$ cat src/rtl/i2c_am_pkg.sv
`timescale 1ns/1ps
package i2c_am_pkg;
   localparam int unsigned BYTE_W   = 8;
   localparam int unsigned A7_W     = 7;
   localparam int unsigned A10_W    = 10;
   localparam int unsigned HI_W     = A10_W - BYTE_W;
   localparam int unsigned TAG_W    = BYTE_W - HI_W - 1;
   localparam logic [TAG_W-1:0] HDR10_TAG = 5'b11110;

   typedef enum logic [2:0] {
      AM_IDLE,
      AM_FIRST,
      AM_SECOND,
      AM_HIT,
      AM_MISS
   } am_state_e;
endpackage

$ cat src/rtl/am_cmp7.sv
`timescale 1ns/1ps
module am_cmp7
   import i2c_am_pkg::*;
#(
   parameter int unsigned RANGE_SUPPORT = 1,
   parameter int unsigned GC_SUPPORT    = 1
) (
   input  logic [BYTE_W-1:0] byte_data,
   input  logic [A7_W-1:0]   own7,
   input  logic [A7_W-1:0]   upper7,
   input  logic              gc_en,
   input  logic              range_en,
   output logic              hit7,
   output logic              gc7,
   output logic [A7_W-1:0]   addr7
);
   logic exact;
   logic window;

   assign addr7 = byte_data[BYTE_W-1:1];
   assign exact = (addr7 == own7) && (addr7 != '0);

   generate
      if (RANGE_SUPPORT != 0) begin : g_window
         assign window = range_en && (addr7 > own7) && (addr7 <= upper7);
      end else begin : g_no_window
         logic unused_window;
         assign unused_window = ^{range_en, upper7};
         assign window = 1'b0;
      end

      if (GC_SUPPORT != 0) begin : g_gc
         assign gc7 = gc_en && (byte_data == '0);
      end else begin : g_no_gc
         logic unused_gc;
         assign unused_gc = gc_en;
         assign gc7 = 1'b0;
      end
   endgenerate

   assign hit7 = exact | window;
endmodule

$ cat src/rtl/am_cmp10.sv
`timescale 1ns/1ps
module am_cmp10
   import i2c_am_pkg::*;
(
   input  logic [BYTE_W-1:0] byte_data,
   input  logic [BYTE_W-1:0] own_lo,
   input  logic [HI_W-1:0]   own_hi,
   output logic              hdr_ok,
   output logic              lo_ok
);
   assign hdr_ok = (byte_data[BYTE_W-1:HI_W+1] == HDR10_TAG) &&
                   (byte_data[HI_W:1] == own_hi);
   assign lo_ok  = (byte_data == own_lo);
endmodule

$ cat src/rtl/am_seq.sv
`timescale 1ns/1ps
module am_seq
   import i2c_am_pkg::*;
(
   input  logic             clk,
   input  logic             rst_n,
   input  logic             start_det,
   input  logic             stop_det,
   input  logic             byte_valid,
   input  logic             rw_bit,
   input  logic             ext_mode,
   input  logic             hit7,
   input  logic             gc7,
   input  logic [A7_W-1:0]  addr7,
   input  logic             hdr_ok,
   input  logic             lo_ok,
   input  logic [A10_W-1:0] own10,
   output logic             addr_match,
   output logic             ack_req,
   output logic             rw_dir,
   output logic             gc_hit,
   output logic [A10_W-1:0] match_addr
);
   am_state_e        st, st_n;
   logic             ten_known, ten_n;
   logic             match_n, ack_n, rw_n, gc_n;
   logic [A10_W-1:0] ma_n;

   always_comb begin
      st_n    = st;
      ten_n   = ten_known;
      match_n = addr_match;
      ack_n   = 1'b0;
      rw_n    = rw_dir;
      gc_n    = gc_hit;
      ma_n    = match_addr;
      if (stop_det) begin
         st_n = AM_IDLE; ten_n = 1'b0;
         match_n = 1'b0; rw_n = 1'b0; gc_n = 1'b0; ma_n = '0;
      end else if (start_det) begin
         st_n = AM_FIRST;
         match_n = 1'b0; rw_n = 1'b0; gc_n = 1'b0; ma_n = '0;
      end else if (byte_valid) begin
         unique case (st)
            AM_FIRST: begin
               if (gc7) begin
                  st_n = AM_HIT; match_n = 1'b1; ack_n = 1'b1;
                  gc_n = 1'b1; rw_n = 1'b0; ma_n = '0;
               end else if (!ext_mode) begin
                  if (hit7) begin
                     st_n = AM_HIT; match_n = 1'b1; ack_n = 1'b1;
                     rw_n = rw_bit; ma_n = A10_W'(addr7);
                  end else begin
                     st_n = AM_MISS;
                  end
               end else if (hdr_ok && !rw_bit) begin
                  st_n = AM_SECOND; ack_n = 1'b1; rw_n = 1'b0;
               end else if (hdr_ok && ten_known) begin
                  st_n = AM_HIT; match_n = 1'b1; ack_n = 1'b1;
                  rw_n = 1'b1; ma_n = own10;
               end else begin
                  st_n = AM_MISS; ten_n = 1'b0;
               end
            end
            AM_SECOND: begin
               if (lo_ok) begin
                  st_n = AM_HIT; match_n = 1'b1; ack_n = 1'b1;
                  ten_n = 1'b1; ma_n = own10;
               end else begin
                  st_n = AM_MISS; ten_n = 1'b0;
               end
            end
            default: ;
         endcase
      end
   end

   always_ff @(posedge clk or negedge rst_n) begin
      if (!rst_n) begin
         st         <= AM_IDLE;
         ten_known  <= 1'b0;
         addr_match <= 1'b0;
         ack_req    <= 1'b0;
         rw_dir     <= 1'b0;
         gc_hit     <= 1'b0;
         match_addr <= '0;
      end else begin
         st         <= st_n;
         ten_known  <= ten_n;
         addr_match <= match_n;
         ack_req    <= ack_n;
         rw_dir     <= rw_n;
         gc_hit     <= gc_n;
         match_addr <= ma_n;
      end
   end

   p_ack_after_strobe_r10: assert property (@(posedge clk) disable iff (!rst_n)
      ack_req |-> $past(byte_valid));
   p_match_needs_byte_r2: assert property (@(posedge clk) disable iff (!rst_n)
      $rose(addr_match) |-> $past(byte_valid));
   p_stop_clears_r9: assert property (@(posedge clk) disable iff (!rst_n)
      stop_det |=> (!addr_match && !gc_hit && !rw_dir));
   p_start_clears_r11: assert property (@(posedge clk) disable iff (!rst_n)
      (start_det && !stop_det) |=> !addr_match);
   p_dir_held_r2: assert property (@(posedge clk) disable iff (!rst_n)
      (addr_match && !start_det && !stop_det) |=> (addr_match && $stable(rw_dir)));
endmodule

$ cat src/rtl/i2c_addr_match.sv
`timescale 1ns/1ps
module i2c_addr_match
   import i2c_am_pkg::*;
#(
   parameter int unsigned GC_SUPPORT    = 1,
   parameter int unsigned RANGE_SUPPORT = 1,
   parameter int unsigned EXT_SUPPORT   = 1
) (
   input  logic        clk,
   input  logic        rst_n,
   input  logic        start_det,
   input  logic        stop_det,
   input  logic        byte_valid,
   input  logic [7:0]  byte_data,
   input  logic        gc_en,
   input  logic        ext_en,
   input  logic        range_en,
   input  logic [7:0]  own_addr,
   input  logic [2:0]  own_ext,
   input  logic [6:0]  range_addr,
   output logic        addr_match,
   output logic        ack_req,
   output logic        rw_dir,
   output logic        gc_hit,
   output logic [9:0]  match_addr
);
   generate
      if (GC_SUPPORT > 1) begin : g_bad_gc
         $error("GC_SUPPORT must be 0 or 1");
      end
      if (RANGE_SUPPORT > 1) begin : g_bad_range
         $error("RANGE_SUPPORT must be 0 or 1");
      end
      if (EXT_SUPPORT > 1) begin : g_bad_ext
         $error("EXT_SUPPORT must be 0 or 1");
      end
   endgenerate

   logic            hit7, gc7, hdr_ok, lo_ok, ext_mode;
   logic [A7_W-1:0] addr7;
   logic            unused_bits;

   assign unused_bits = ^{own_ext[2], own_addr[7]};

   am_cmp7 #(
      .RANGE_SUPPORT(RANGE_SUPPORT),
      .GC_SUPPORT   (GC_SUPPORT)
   ) i_cmp7 (
      .byte_data(byte_data),
      .own7     (own_addr[A7_W-1:0]),
      .upper7   (range_addr),
      .gc_en    (gc_en),
      .range_en (range_en),
      .hit7     (hit7),
      .gc7      (gc7),
      .addr7    (addr7)
   );

   generate
      if (EXT_SUPPORT != 0) begin : g_ext
         assign ext_mode = ext_en;
         am_cmp10 i_cmp10 (
            .byte_data(byte_data),
            .own_lo   (own_addr),
            .own_hi   (own_ext[HI_W-1:0]),
            .hdr_ok   (hdr_ok),
            .lo_ok    (lo_ok)
         );
      end else begin : g_no_ext
         logic unused_ext;
         assign unused_ext = ext_en;
         assign ext_mode = 1'b0;
         assign hdr_ok   = 1'b0;
         assign lo_ok    = 1'b0;
      end
   endgenerate

   am_seq i_seq (
      .clk       (clk),
      .rst_n     (rst_n),
      .start_det (start_det),
      .stop_det  (stop_det),
      .byte_valid(byte_valid),
      .rw_bit    (byte_data[0]),
      .ext_mode  (ext_mode),
      .hit7      (hit7),
      .gc7       (gc7),
      .addr7     (addr7),
      .hdr_ok    (hdr_ok),
      .lo_ok     (lo_ok),
      .own10     ({own_ext[HI_W-1:0], own_addr}),
      .addr_match(addr_match),
      .ack_req   (ack_req),
      .rw_dir    (rw_dir),
      .gc_hit    (gc_hit),
      .match_addr(match_addr)
   );

   p_gc_needs_enable_r1: assert property (@(posedge clk) disable iff (!rst_n)
      $rose(gc_hit) |-> $past(gc_en));
   p_gc_is_match_r1: assert property (@(posedge clk) disable iff (!rst_n)
      gc_hit |-> (addr_match && match_addr == '0 && !rw_dir));
   p_reset_quiet_r6: assert property (@(posedge clk)
      !rst_n |-> (!addr_match && !ack_req && !gc_hit));
endmodule

$ cat config.mk
export PLATFORM = sky130hd
export DESIGN_NAME = i2c_addr_match
export DESIGN_NICKNAME = d
export VERILOG_FILES = /design/src/rtl/i2c_am_pkg.sv /design/src/rtl/am_cmp7.sv /design/src/rtl/am_cmp10.sv /design/src/rtl/am_seq.sv /design/src/rtl/i2c_addr_match.sv
export SDC_FILE = /design/constraint.sdc
export NUM_CORES = 1
export LEC_CHECK = 0
export CAP_MARGIN = 20
export CORE_MARGIN = 2
export CORE_UTILIZATION = 38
export DETAILED_ROUTE_END_ITERATION = 6
export HOLD_SLACK_MARGIN = 0.02
export PLACE_DENSITY = 0.68
export SLEW_MARGIN = 20
export SYNTH_ARGS = -nofsm -noshare
export SYNTH_HDL_FRONTEND = slang
export SYNTH_HIERARCHICAL = 1
export SYNTH_SLANG_ARGS = --single-unit
export TNS_END_PERCENT = 50
$ cat constraint.sdc
create_clock -name clk -period 4 [get_ports clk]
set_input_delay 0.4 -clock clk [delete_from_list [all_inputs] [get_ports clk]]
set_output_delay 0.4 -clock clk [all_outputs]
set_load 0.1 [all_outputs]
### Yosys cells after proc, flatten, opt, wreduce, memory -nomap -nowiden

Cells that the tools add are included.

| cells by class | value |
|---|---|
| add/subtract/negate cells | 0 |
| order comparisons | 2 |
| multiplexer cells | 61 |
| multipliers | 0 |
| reductions and logical operators | 22 |
| eq/ne operators | 16 |
| shifts and indexed selects | 0 |
| bitwise logic cells | 1 |
| divide/modulo/power cells | 0 |

Operators by type and width:

| kind | number |
|---|---|
| $mux W10 | 9 |
| $mux W1 | 38 |
| $mux W3 | 9 |
| $pmux W10 S2 | 1 |
| $ne A3 B3 Y1 const B | 4 |
| $ne A6 B6 Y1 const B | 2 |
| $reduce_bool A3 Y1 | 4 |
| $eq A8 B8 Y1 | 1 |
| $logic_not A8 Y1 | 1 |
| $eq A7 B7 Y1 | 1 |
| $gt A7 B7 Y1 | 1 |
| $le A7 B7 Y1 | 1 |
| $logic_and A1 B1 Y1 | 7 |
| $reduce_and A7 Y1 | 1 |
| $reduce_bool A7 Y1 | 1 |
| $ne A6 B3 Y1 const B | 1 |
| $ne A6 B5 Y1 const B | 1 |
| $pmux W1 S2 | 3 |
| $pmux W3 S2 | 1 |
| $reduce_and A6 Y1 | 1 |
| $eq A5 B5 Y1 const B | 1 |
| $reduce_bool A5 Y1 | 1 |
| $ne A4 B4 Y1 const B | 1 |
| $reduce_and A4 Y1 | 1 |
| other kinds (10) | 10 |

| word-level totals | value |
|---|---|
| latch bits | 0 |
| ROM bits | 0 |
| memories | 0 |
| bits in writable memories | 0 |
| bits of input ports | 34 |
| flip-flop bits (word level) | 18 |

### Depth between registers and ports, before layout

| logic depth | value |
|---|---|
| word-level depth | 11 |
| gate-level depth with buffers | 11 |
| depth with buffers taken out | 11 |

### By module

The synthesis kept the hierarchy.

Modules (own cells, without submodules):

| module | area each (um2) | cells each | instances | sequential area each (um2) |
|---|---|---|---|---|
| am_seq | 1082.3 | 117 | 1 | 450.4 |
| am_cmp7 | 431.7 | 61 | 1 | 0.0 |
| am_cmp10 | 116.4 | 15 | 1 | 0.0 |

### Worst setup path before layout

OpenSTA, ideal clock, no wires.

| path | value |
|---|---|
| path type | input -> register |
| start | input port byte_data[7] |
| end | register i_seq.addr_match |
| cell stages on the path | 9 |
| setup slack | 1.447 ns |
| data arrival time | 2.427 ns |
| setup time | 0.126 ns |
| required time | 3.874 ns |
| cells stage by stage | nor4_1 nand2_1 nor3b_1 nor2_1 nand2_1 o21ai_2 a221oi_2 buf_6 mux2_4 |

| on the way | value |
|---|---|
| longest elaborated chain between the ends | 7 |

Ends and longest elaborated chain:

| what | line | RTL |
|---|---|---|
| start: declaration | i2c_addr_match.sv:14 | `input logic [7:0] byte_data,` |
| $logic_not A8 Y1 (*) | am_cmp7.sv:33 | `assign gc7 = gc_en && (byte_data == '0);` |
| $logic_and A1 B1 Y1 (*) | am_cmp7.sv:33 |  |
| named net gc7 | i2c_addr_match.sv:39 | `logic hit7, gc7, hdr_ok, lo_ok, ext_mode;` |
| $mux W1 | am_seq.sv:46 | `if (gc7) begin` |
| $pmux W1 S2 | am_seq.sv:44 | `unique case (st)` |
| $mux W1 | am_seq.sv:43 | `end else if (byte_valid) begin` |
| $mux W1 | am_seq.sv:40 | `end else if (start_det) begin` |
| $mux W1 | am_seq.sv:37 | `if (stop_det) begin` |
| end signal: assignment | am_seq.sv:90 | `addr_match <= match_n;` |
| end: declaration | am_seq.sv:18 | `output logic addr_match,` |

Mark *: on every way through the listed nets, which the timed path passes. The rest lies on a longest branch. The select of a mux whose other input is x is not followed.
A chain may end at the register's enable or synchronous reset.

### Worst setup path after layout

| path | value |
|---|---|
| start | input port byte_data[7] |
| end | register i_seq.match_addr[3] |

RTL lines:

| what | line | RTL |
|---|---|---|
| $gt A7 B7 Y1 | am_cmp7.sv:25 | `assign window = range_en && (addr7 > own7) && (addr7 <= upper7);` |
| $logic_and A1 B1 Y1 (2 in a row) | am_cmp7.sv:25 |  |
| $or A1 B1 Y1 (*) | am_cmp7.sv:41 | `assign hit7 = exact \| window;` |
| named net hit7 | i2c_addr_match.sv:39 |  |
| $ne A6 B6 Y1 (no source line) (*) | - |  |
| $reduce_and A6 Y1 (no source line) (*) | - |  |
| end signal: assignment | am_seq.sv:94 | `match_addr <= ma_n;` |
| end: declaration | am_seq.sv:22 | `output logic [A10_W-1:0] match_addr` |

Marks and branches as above.

==> key figures <==
STA
  • Count of final max-slew check failures: 0
  • Worst Max-Slew Pin Slew: 963.4 ps
  • Max Clock Skew: 4.057 ps
  • Final setup slack of the worst path: 959.8 ps
  • Fin crit period: 3040 ps
  • Worst relative slew slack: 0.3557
  • Sum of negative setup slack: 0 ps
  • Max Clk Rate: around 330 MHz
  • Final setup vio count: 0
  • Final Hold Slack: 512.2 ps
  • RSZ-0062 raised after global routing: no
  • Final-report hold violation count: 0
  • Ratio of final minimum period to clock period: 0.7600

Drt
  • Drt pass-1 iters: 4
  • Via density per instance: roughly 5.3
  • Antenna-violating nets left: 0
  • First-iteration detailed-routing DRC count: 65
  • Number of DRC violations after detailed routing: 0
  • Via count: 1,506
  • Sum of routed wire length over all layers: roughly 4000 um
  • Final routed wire length divided by cell count: 14.04 um

Worst setup path
  • Critical Setup Path Class: in2reg
  • Required @ worst endpoint: 4140 ps
  • Capture instance of the worst register-to-register path: i_seq/match_addr[3]
  • Cell Chain, Critical Path: clkdlybuf4s50_1 > ha_1 > a21oi_1 > o21ai_0 > o22a_1 > o31ai_2 > o21ai_2 > a221oi_2 > buf_4 > mux2_2
  • Depth of the worst register-to-register path: 5
  • Largest fanout on the critical path: 11
  • CP startpoint kind: primary input
  • Critical-path cell with the highest stage delay: clkdlybuf4s50_1
  • CP peak stage delay: 640 ps
  • Nature of the critical path endpoint: flip-flop
  • Launch point of the worst reg-to-reg path: i_seq/st[0]
  • Arrival time of data at the critical path endpoint: 3180 ps
  • FF-to-FF setup slack: 2180 ps

Floorplanning
  • Die Footprint: 0.004830 sq mm
  • Row Count: 23
  • Top-level port count: 48
  • Starting density of the core: 0.4018
  • Die Y: 69.50 um
  • Die Wd: 69.50 um
  • Core Area: 0.004058 sq mm

Clock tree
  • Clock tree from TritonCTS: yes
  • Number of setup buffers added after CTS: 0
  • Root buffer selected by CTS: clkbuf_8
  • Insertion delay to the later sink of the worst-skew pair: 250 ps
  • Post_cts resized: 0
  • Hold buffer count at cts: 0
  • Clk slew on worst S/H paths: around 70 ps
  • Clock buffer count from CTS: 3
  • Clock Path Buffers: 2
  • CTS HTree Levels: 1
  • Clock sinks: 18

Power and ir drop
  • Combinational cell fraction of total power: 0.381
  • Static Leakage: 0.9433 nW
  • Fraction of power spent switching nets: 0.3505
  • Worst ir drop on vdd: between 100 and 150 uV
  • Power share of the clock group: 0.266
  • Total power divided by cell area: 260.4 mW/mm^2
  • Total internal power: 0.0003635 W
  • Power spent charging and discharging nets: slightly below 0.0002 W
  • Sequential share of power: 0.353

Logic synthesis
  • Syn Area/Cell: 8.447 sq um
  • Most used DFF post-synth: dfrtp_1
  • Post-synthesis instance area: 0.001630 sq mm
  • Number of cells produced by synthesis: between 150 and 200
  • Warnings from Yosys: 6
  • Mapped Nets: 241
  • Proportion of synthesized chip area in sequential cells: 0.2763
  • Top-area cell type share of the netlist area: 0.2763
  • Number of distinct library cells after synthesis: 39
  • Biggest area consumer among synthesized cells: dfrtp_1
  • Synth async-reset ratio: 1.000
  • Number of enable-type register cells in the synthesized netlist: 0
  • Synth Register Bits: 18
  • Leading post-synthesis cells by cell area: dfrtp_1 28%, ha_1 11%, mux2_4 6.4%, nand2_1 5.5%, inv_1 4.8%

Worst hold path
  • Number of cells traversed by the worst hold path: 1
  • Worst hold path class: reg2reg
  • Endpoint, Worst Hold: i_seq/match_addr[5]
  • Hold Startpoint: i_seq/match_addr[5]

Placement
  • Post-detailed-placement half-perimeter wirelength: 3233 um
  • Weighted congestion reported at the end of routability-driven placement: 0.8613
  • Buffers on Ports: 46
  • Pre-CTS setup slack: 690.2 ps

Global route
  • Global Route met2 Usage: 0.2821
  • Wire length of the first global-routing pass: 6782 um
  • Global routing's busiest layer: met2
  • Via count of the first global-routing pass: 1,471
  • Largest net degree at the start of global routing: 19
  • Leftover overflow at the end of global routing: 0
  • Global Route met1 Usage: 0.2265
  • GR Layer Usage met3: 0.03198
  • GRT Util Overall: 0.1695
  • Number of antenna violations at the first check in global routing: 0

Cells and area
  • Share of final-layout standard cells stronger than drive strength 1: 0.09362
  • Layout net count: 284
  • Inserted Diodes: 0
  • Post-synthesis to final-layout area growth: 31.85%
  • Final core area utilization: 0.5298
  • Leading cell types in the layout, fill and taps excluded: 46 x clkdlybuf4s50_1, 24 x nand2_1, 21 x inv_1
  • Most common library cell in the layout ignoring fill and taps: clkdlybuf4s50_1

Status
  • Run status: finished clean

Run
  • Number of max-cap violations: 0
==> final cells by class <==
cell class / count / area (sq um)
clock buffers: 4 / 55.05
fillers: 401 / 1908
inverters: 21 / 78.83
multi-input cells: 143 / 1020
flip-flops and latches: 18 / 450.4
well taps: 50 / 62.56
repair buffers: 49 / 483.0
==> layer usage <==
metal  part of all wire  up-vias
met2               0.47       49
li1                   -      760
met3              0.047        6
met4             0.0068        0
met1               0.48      691
met5                  0        -
==> worst max-delay path: cells and delay by family <==
family / cells / cell delay [ps]
multiplexers: 1 / 350
AO/OA/AOI/OAI: 6 / 1200
buffers and inverters: 2 / 900
adder cells (fa/ha/maj): 1 / 310
==> worst max path at each step <==
| stage | endpoint | slack, ps | from | depth (start not counted) |
|---|---|---|---|---|
| detailed placement | i_seq/match_addr[3] | 690 | byte_data[7] | 10 |
| global route | i_seq/match_addr[3] | 860 | byte_data[7] | 10 |
| global placement | i_seq/match_addr[3] | 710 | byte_data[7] | 10 |
| floorplan | i_seq/addr_match | 1450 | byte_data[7] | 9 |
| finish | i_seq/match_addr[3] | 960 | byte_data[7] | 10 |
| CTS | i_seq/match_addr[3] | 970 | byte_data[7] | 10 |
==> stage by stage <==
stage	total power (W)	std cells	cell area, sq um
global placement	0.0004119	281	2095
detailed placement	0.0004146	281	2095
floorplan	0.0003412	193	1630
global route	0.0005934	285	2150
CTS	0.0005675	285	2150
finish	0.0005596	285	2150
==> sequential cells by signal, summed over array words and instances (netlist names) <==
register / flops
i_seq/ack_req: 1
i_seq/gc_hit: 1
i_seq/ten_known: 1
i_seq/addr_match: 1
i_seq/st: 3
i_seq/match_addr: 10
i_seq/rw_dir: 1
==> synth_stat cells (all sizes together), types with 7 or more instances <==
cell type   n
a21oi      14
a31oi       7
buf        11
dfrtp      18
ha         14
inv        21
mux2        8
nand2      24
nand3       9
nor2        9
o21ai      10
xnor2       9
==> power groups by stage <==
stage	clock, W	combinational [W]	sequential, W
2_1_floorplan	0	0.0000862	0.000255
3_3_place_gp	0	0.000211	0.000201
3_5_place_dp	0	0.000213	0.000201
4_1_cts	0.000156	0.000214	0.000198
5_1_grt	0.000164	0.000231	0.000199
6_report	0.000149	0.000213	0.000198
==> logic make-up after synthesis <==
family                   after synthesis  synth area share
buffers and inverters                 32           0.09824
XOR/XNOR                              11           0.05910
adder cells (fa/ha/maj)               14            0.1074
flip-flops                            18            0.2763
multiplexers                          12           0.09593
AND/OR/NAND/NOR                       66            0.2034
AO/OA/AOI/OAI                         40            0.1596
Power figures use the tool's default switching activity.
